$ cat src/rtl/intr_prio_pkg.sv
package intr_prio_pkg;

  typedef struct packed {
    logic reqSet;
    logic reqLevel;
    logic ackTake;
    logic eoiClear;
  } ctrlStrobes_t;

endpackage

$ cat src/rtl/prio_find.sv
module prio_find #(
  parameter int N = 256,
  localparam int IDX_W = $clog2(N)
) (
  input  logic [N-1:0]     vec,
  output logic             found,
  output logic [IDX_W-1:0] idx
);

  always_comb begin
    found = 1'b0;
    idx   = '0;
    for (int i = 0; i < N; i++) begin
      if (vec[i]) begin
        found = 1'b1;
        idx   = i[IDX_W-1:0];
      end
    end
  end

endmodule

$ cat src/rtl/intr_vec_dp.sv
module intr_vec_dp
  import intr_prio_pkg::*;
#(
  parameter int VEC_W = 8,
  localparam int NUM_VEC = 1 << VEC_W
) (
  input  logic             clk,
  input  logic             rstN,
  input  ctrlStrobes_t     strobes,
  input  logic [VEC_W-1:0] reqVector,
  input  logic [VEC_W-1:0] queryVector,
  output logic             irrFound,
  output logic [VEC_W-1:0] irrIdx,
  output logic             isrFound,
  output logic [VEC_W-1:0] isrIdx,
  output logic             queryPending,
  output logic             queryInService,
  output logic             queryLevel
);

  logic [NUM_VEC-1:0] irrQ, isrQ, tmrQ;
  logic [NUM_VEC-1:0] irrN, isrN, tmrN;

  prio_find #(.N(NUM_VEC)) uIrrFind (.vec(irrQ), .found(irrFound), .idx(irrIdx));
  prio_find #(.N(NUM_VEC)) uIsrFind (.vec(isrQ), .found(isrFound), .idx(isrIdx));

  // Clear-then-set ordering: a request lands after an acknowledge clear,
  // an acknowledge set lands after an end-of-interrupt clear.
  always_comb begin
    irrN = irrQ;
    isrN = isrQ;
    tmrN = tmrQ;
    if (strobes.ackTake) irrN[irrIdx] = 1'b0;
    if (strobes.reqSet) begin
      irrN[reqVector] = 1'b1;
      tmrN[reqVector] = strobes.reqLevel;
    end
    if (strobes.eoiClear && isrFound) isrN[isrIdx] = 1'b0;
    if (strobes.ackTake) isrN[irrIdx] = 1'b1;
  end

  always_ff @(posedge clk) begin
    if (!rstN) begin
      irrQ <= '0;
      isrQ <= '0;
      tmrQ <= '0;
    end else begin
      irrQ <= irrN;
      isrQ <= isrN;
      tmrQ <= tmrN;
    end
  end

  assign queryPending   = irrQ[queryVector];
  assign queryInService = isrQ[queryVector];
  assign queryLevel     = tmrQ[queryVector];

  assert_req_sets_R2: assert property (@(posedge clk) disable iff (!rstN)
    strobes.reqSet |=> irrQ[$past(reqVector)] && (tmrQ[$past(reqVector)] == $past(strobes.reqLevel)));

  assert_ack_to_service_R6: assert property (@(posedge clk) disable iff (!rstN)
    strobes.ackTake |=> isrQ[$past(irrIdx)]);

  assert_ack_clears_R6: assert property (@(posedge clk) disable iff (!rstN)
    (strobes.ackTake && !(strobes.reqSet && reqVector == irrIdx)) |=> !irrQ[$past(irrIdx)]);

  assert_eoi_retires_R7: assert property (@(posedge clk) disable iff (!rstN)
    (strobes.eoiClear && isrFound && !strobes.ackTake) |=> !isrQ[$past(isrIdx)]);

  assert_eoi_empty_R7: assert property (@(posedge clk) disable iff (!rstN)
    (strobes.eoiClear && !isrFound && !strobes.ackTake) |=> $stable(isrQ));

endmodule

$ cat src/rtl/intr_prio_ctrl.sv
module intr_prio_ctrl
  import intr_prio_pkg::*;
#(
  parameter int VEC_W    = 8,
  parameter int CLASS_W  = 4,
  parameter int SVR_IN_W = 16,
  localparam int CLS_LSB = VEC_W - CLASS_W
) (
  input  logic                clk,
  input  logic                rstN,
  input  logic                reqValid,
  input  logic                reqLevel,
  input  logic                ackStrobe,
  input  logic                eoiStrobe,
  input  logic                tprWrEn,
  input  logic [VEC_W-1:0]    tprWrData,
  input  logic                svrWrEn,
  input  logic [SVR_IN_W-1:0] svrWrData,
  input  logic                irrFound,
  input  logic [VEC_W-1:0]    irrIdx,
  input  logic                isrFound,
  input  logic [VEC_W-1:0]    isrIdx,
  output ctrlStrobes_t        strobes,
  output logic                intOut,
  output logic [VEC_W-1:0]    ackVector,
  output logic [VEC_W-1:0]    tprOut,
  output logic [VEC_W:0]      svrOut,
  output logic [VEC_W-1:0]    pprOut
);

  logic [VEC_W-1:0] tprQ;
  logic [VEC_W:0]   svrQ;
  logic [VEC_W-1:0] isrTop;
  logic [VEC_W-1:0] ppr;
  logic             swEnable;
  logic             ackOk;

  always_ff @(posedge clk) begin
    if (!rstN) begin
      tprQ <= '0;
      svrQ <= {1'b0, {VEC_W{1'b1}}};
    end else begin
      if (tprWrEn) tprQ <= tprWrData;
      if (svrWrEn) svrQ <= svrWrData[VEC_W:0];
    end
  end

  assign swEnable = svrQ[VEC_W];
  assign isrTop   = isrFound ? isrIdx : '0;

  always_comb begin
    if (tprQ[VEC_W-1:CLS_LSB] >= isrTop[VEC_W-1:CLS_LSB]) ppr = tprQ;
    else ppr = {isrTop[VEC_W-1:CLS_LSB], {CLS_LSB{1'b0}}};
  end

  always_comb begin
    intOut = swEnable && irrFound;
    if ((ppr != '0) && (irrIdx[VEC_W-1:CLS_LSB] <= ppr[VEC_W-1:CLS_LSB])) intOut = 1'b0;
  end

  always_comb begin
    ackOk = swEnable && irrFound;
    if ((tprQ != '0) && (irrIdx <= tprQ)) ackOk = 1'b0;
  end

  assign ackVector = ackOk ? irrIdx : svrQ[VEC_W-1:0];

  always_comb begin
    strobes.reqSet   = reqValid;
    strobes.reqLevel = reqLevel;
    strobes.ackTake  = ackStrobe && ackOk;
    strobes.eoiClear = eoiStrobe;
  end

  assign tprOut = tprQ;
  assign svrOut = svrQ;
  assign pprOut = ppr;

  assert_svr_keep_R9: assert property (@(posedge clk) disable iff (!rstN)
    svrWrEn |=> svrQ == $past(svrWrData[VEC_W:0]));

  assert_int_needs_enable_R4: assert property (@(posedge clk) disable iff (!rstN)
    intOut |-> (svrQ[VEC_W] && irrFound));

  assert_ppr_class_R3: assert property (@(posedge clk) disable iff (!rstN)
    (isrFound && (isrIdx[VEC_W-1:CLS_LSB] > tprQ[VEC_W-1:CLS_LSB])) |-> (pprOut[CLS_LSB-1:0] == '0));

  assert_ppr_floor_R3: assert property (@(posedge clk) disable iff (!rstN)
    pprOut >= tprQ);

  assert_refuse_spurious_R5: assert property (@(posedge clk) disable iff (!rstN)
    (ackStrobe && !swEnable) |-> (ackVector == svrQ[VEC_W-1:0] && !strobes.ackTake));

endmodule

$ cat src/rtl/intr_prio_unit.sv
module intr_prio_unit
  import intr_prio_pkg::*;
#(
  parameter int VEC_W    = 8,
  parameter int CLASS_W  = 4,
  parameter int SVR_IN_W = 16
) (
  input  logic                clk,
  input  logic                rstN,
  input  logic                reqValid,
  input  logic [VEC_W-1:0]    reqVector,
  input  logic                reqLevel,
  input  logic                ackStrobe,
  output logic [VEC_W-1:0]    ackVector,
  input  logic                eoiStrobe,
  input  logic                tprWrEn,
  input  logic [VEC_W-1:0]    tprWrData,
  input  logic                svrWrEn,
  input  logic [SVR_IN_W-1:0] svrWrData,
  input  logic [VEC_W-1:0]    queryVector,
  output logic                queryPending,
  output logic                queryInService,
  output logic                queryLevel,
  output logic                intOut,
  output logic [VEC_W-1:0]    pprOut,
  output logic [VEC_W-1:0]    tprOut,
  output logic [VEC_W:0]      svrOut
);

  ctrlStrobes_t     strobes;
  logic             irrFound, isrFound;
  logic [VEC_W-1:0] irrIdx, isrIdx;

  intr_prio_ctrl #(.VEC_W(VEC_W), .CLASS_W(CLASS_W), .SVR_IN_W(SVR_IN_W)) uCtrl (
    .clk(clk), .rstN(rstN),
    .reqValid(reqValid), .reqLevel(reqLevel),
    .ackStrobe(ackStrobe), .eoiStrobe(eoiStrobe),
    .tprWrEn(tprWrEn), .tprWrData(tprWrData),
    .svrWrEn(svrWrEn), .svrWrData(svrWrData),
    .irrFound(irrFound), .irrIdx(irrIdx),
    .isrFound(isrFound), .isrIdx(isrIdx),
    .strobes(strobes), .intOut(intOut), .ackVector(ackVector),
    .tprOut(tprOut), .svrOut(svrOut), .pprOut(pprOut)
  );

  intr_vec_dp #(.VEC_W(VEC_W)) uDp (
    .clk(clk), .rstN(rstN),
    .strobes(strobes), .reqVector(reqVector), .queryVector(queryVector),
    .irrFound(irrFound), .irrIdx(irrIdx),
    .isrFound(isrFound), .isrIdx(isrIdx),
    .queryPending(queryPending), .queryInService(queryInService),
    .queryLevel(queryLevel)
  );

endmodule

$ cat config.mk
export PLATFORM = sky130hd
export DESIGN_NAME = intr_prio_unit
export DESIGN_NICKNAME = d
export VERILOG_FILES = /design/src/rtl/intr_prio_pkg.sv /design/src/rtl/prio_find.sv /design/src/rtl/intr_vec_dp.sv /design/src/rtl/intr_prio_ctrl.sv /design/src/rtl/intr_prio_unit.sv
export SDC_FILE = /design/constraint.sdc
export NUM_CORES = 2
export LEC_CHECK = 0
export BUFFER_PORTS_ARGS = -buffer_cell sky130_fd_sc_hd__buf_2
export CELL_PAD_IN_SITES_DETAIL_PLACEMENT = 0
export CELL_PAD_IN_SITES_GLOBAL_PLACEMENT = 1
export CORE_UTILIZATION = 44
export DETAILED_ROUTE_END_ITERATION = 16
export PLACE_DENSITY = 0.76
export SKIP_LAST_GASP = 1
export SLEW_MARGIN = 20
export SYNTH_ARGS = -nofsm -noshare
export SYNTH_HDL_FRONTEND = slang
export SYNTH_SLANG_ARGS = --single-unit
$ cat constraint.sdc
create_clock -name clk -period 5.71 [get_ports clk]
set_clock_uncertainty 0.15 [all_clocks]
set_input_delay 1.142 -clock clk [delete_from_list [all_inputs] [get_ports clk]]
set_output_delay 1.142 -clock clk [all_outputs]
set_load 0.01 [all_outputs]
==> metrics.txt <==
Slowest cell on crit path=or4_1; worst vdd ir=between 0.2 and 0.3 mV; clk buf depth=3; GR Overflow Total=0; dpl cells=about 6600; CTS clk-pin slew, worst paths=~60 ps; via count=around 46000; Final Worst Setup Slack=-515 ps; core box area=98300 um^2; CTS tree=done; Main synth FF type=dfxtp_1; CTS root buf=clkbuf_16; Final ANT Viol Nets=0; sequential area share after synthesis=roughly 36%; Max Cap Viol=0; antenna violations before repair=16; Synth Net Count=about 5000; Synth Cell Area=about 44000 um^2; register bit count reported by yosys=~790; net count reported at finish=5491; Post-synth EDFFs=0; vias in the first global route=roughly 42000; DRC Markers=0; Avg Inst Size Synth=between 8 and 9 um^2; drt initial violations=6324; Syn-to-layout area delta=20.1%; clk_lat worst skew=around 700 ps; final setup TNS=-1250 ps; CP required=roughly 4400 ps; Place WS=-196 ps; ys async rst share=0%; final hold slack=roughly 300 ps; Final Hold Viols=0; Crit Path Max Fanout=5; crit-path cells=or4_1, nor4_1, nand2b_1, a221o_1, inv_1, ha_1, a21o_1, a21o_1, a21oi_4, buf_4, a21oi_2, ha_1, nor2b_1, o21ai_1, nand2b_1, a21oi_1, a41o_1, o21ai_1, and3_1, buf_2; Hold Path Class=flop to flop; endpoints failing setup=7; min cycle time layout=around 6200 ps; first-pass GRT wire length=around 290 mm; slew margin rel.=roughly 22%; pin count of the biggest net entering global routing=133; Worst path max stage delay=570 ps; run status=finished with violations; Tot GR Track Use=about two fifths; H-tree level count=3; Ports=85; final cell count without fillers=roughly 6800; Via-to-Cell Ratio=slightly below 7; die area=approximately 100000 um^2; Crit. End Element=output port; hold bufs inserted after CTS=0; unrepaired setup endpoints after global routing=true; fmax=approximately 0.16 GHz; Leakage=19.4 nW; period utilization=109%; Pwr Density=between 200 and 300 nW/um^2; final core occ=approximately 53%; Starting Density=roughly 44%; # port buffers=77; critical path class=flop to output port; Cells after Synth=5082; Die H=between 300 and 400 um; Site Rows=roughly 120; YS warnings=0; GPL Wtd Cong=between 1 and 1.5; commonest non-fill, non-tap cell in the layout=dfxtp_1; most frequent cells in the layout=dfxtp_1 (780), nand2_1 (582), buf_4 (506); Cell variety after synth=91; Slew Viols, Final=0; violated checks=negative setup slack; Worst Tran Pin Value=approximately 1200 ps; CTS buffer count=between 90 and 100; Die Width=317 um; DR pass1 iterations=7; Avg WL per Cell=approximately 29 um; Num Clock Sinks=785; final wirelength=around 200 mm; layout cells sized above 1=21.4%; filler cell count=9214; crit start category=flop; hpwl dp=approximately 130 mm; Data arrival, critical path=around 4900 ps
kinds of logic after synthesis:
family / Yosys count / share of synthesized area, %
mux: 422 / 17.0
simple gates: 1842 / 20.0
buf+inv: 482 / 4.32
fa+ha+maj: 16 / 0.459
compound gates: 1535 / 22.1
flops: 785 / 36.0
worst paths after layout:
kind              depth (start not counted)          start            to  slack (ps)
setup / recovery                         20  uDp.isrQ[165]        intOut        -520
hold / removal                            2   uDp.tmrQ[34]  uDp.tmrQ[34]         300
setup reg to reg                         21  uDp.irrQ[156]  uDp.isrQ[31]         390
hold reg to reg                           2   uDp.tmrQ[34]  uDp.tmrQ[34]         300
state kept, by name, indices dropped and copies added (netlist names):
signal        cells
uCtrl.svrOut      9
uCtrl.tprOut      8
uDp.irrQ        256
uDp.isrQ        256
uDp.tmrQ        256
power by group:
group          internal, W  total [W]  switching (W)  leakage (nW)
logic             0.000477    0.00196        0.00148          11.6
clock network      0.00370    0.00624        0.00254          1.55
registers          0.00549    0.00551      0.0000168          6.33
total              0.00966     0.0137        0.00404          19.4
cell type report:
| cell class | count | area, um^2 | share of cell area (%) |
|---|---|---|---|
| inverter | 121 | 464 | 0.887 |
| clock inverter | 30 | 397 | 0.758 |
| tap | 1287 | 1610 | 3.08 |
| multi-input combinational | 3815 | 26600 | 50.8 |
| clock buffer | 134 | 2750 | 5.26 |
| sequential | 785 | 15700 | 30.0 |
| antenna | 8 | 20.0 | 0.0383 |
| timing repair buffer | 611 | 4790 | 9.16 |
synthesized netlist by cell type, types with 47 or more instances:
cell type    n  share of area [%]
mux4_2     255                 13
mux2i_1    164                3.8
clkbuf_1   292                2.5
o31ai_1    117                2.0
nand4_1     57               0.82
nand2_1    584                5.0
inv_1      116                1.0
nor2_1     456                3.9
a21oi_1    472                5.4
nor4_1     187                2.7
nand3_1    172                2.0
o211ai_1   160                2.8
o21ai_0    379                4.4
nand2b_1    47               0.67
dfxtp_1    785                 36
nor3_1     151                1.7
what timing repair did:
item                       CTS  global route
setup endpoints to repair   12            11
gates resized for setup     50            21
buffers inserted             8             0
gates cloned                 0             0
pin swaps                   19             4
stage by stage:
| step | total power (W) | cell area [um^2] |
|---|---|---|
| 2_1_floorplan | 0.00645 | 43700 |
| 3_3_place_gp | 0.00745 | 48800 |
| 3_5_place_dp | 0.00745 | 48800 |
| 4_1_cts | 0.0136 | 52200 |
| 5_1_grt | 0.0139 | 52300 |
| 6_report | 0.0137 | 52300 |
worst max-delay path, delay by kind of cell, from the launching register on:
kind	cells	cell delay (ps)
and+or+nand+nor	6	1570
DFF	1	340
buffers and inverters	3	400
AOI/OAI and AO/OA	9	1390
adders and majority gates	2	540
layer usage:
metal  part of all wire [%]  GRT usage, %  up-vias
met2                     43          57.2     3047
met4                    6.5          22.4       10
met1                     39          51.6    22500
li1                       -             -    20000
met5                  0.035             0        -
met3                     11          8.08      670
Power figures use the tool's default switching activity.
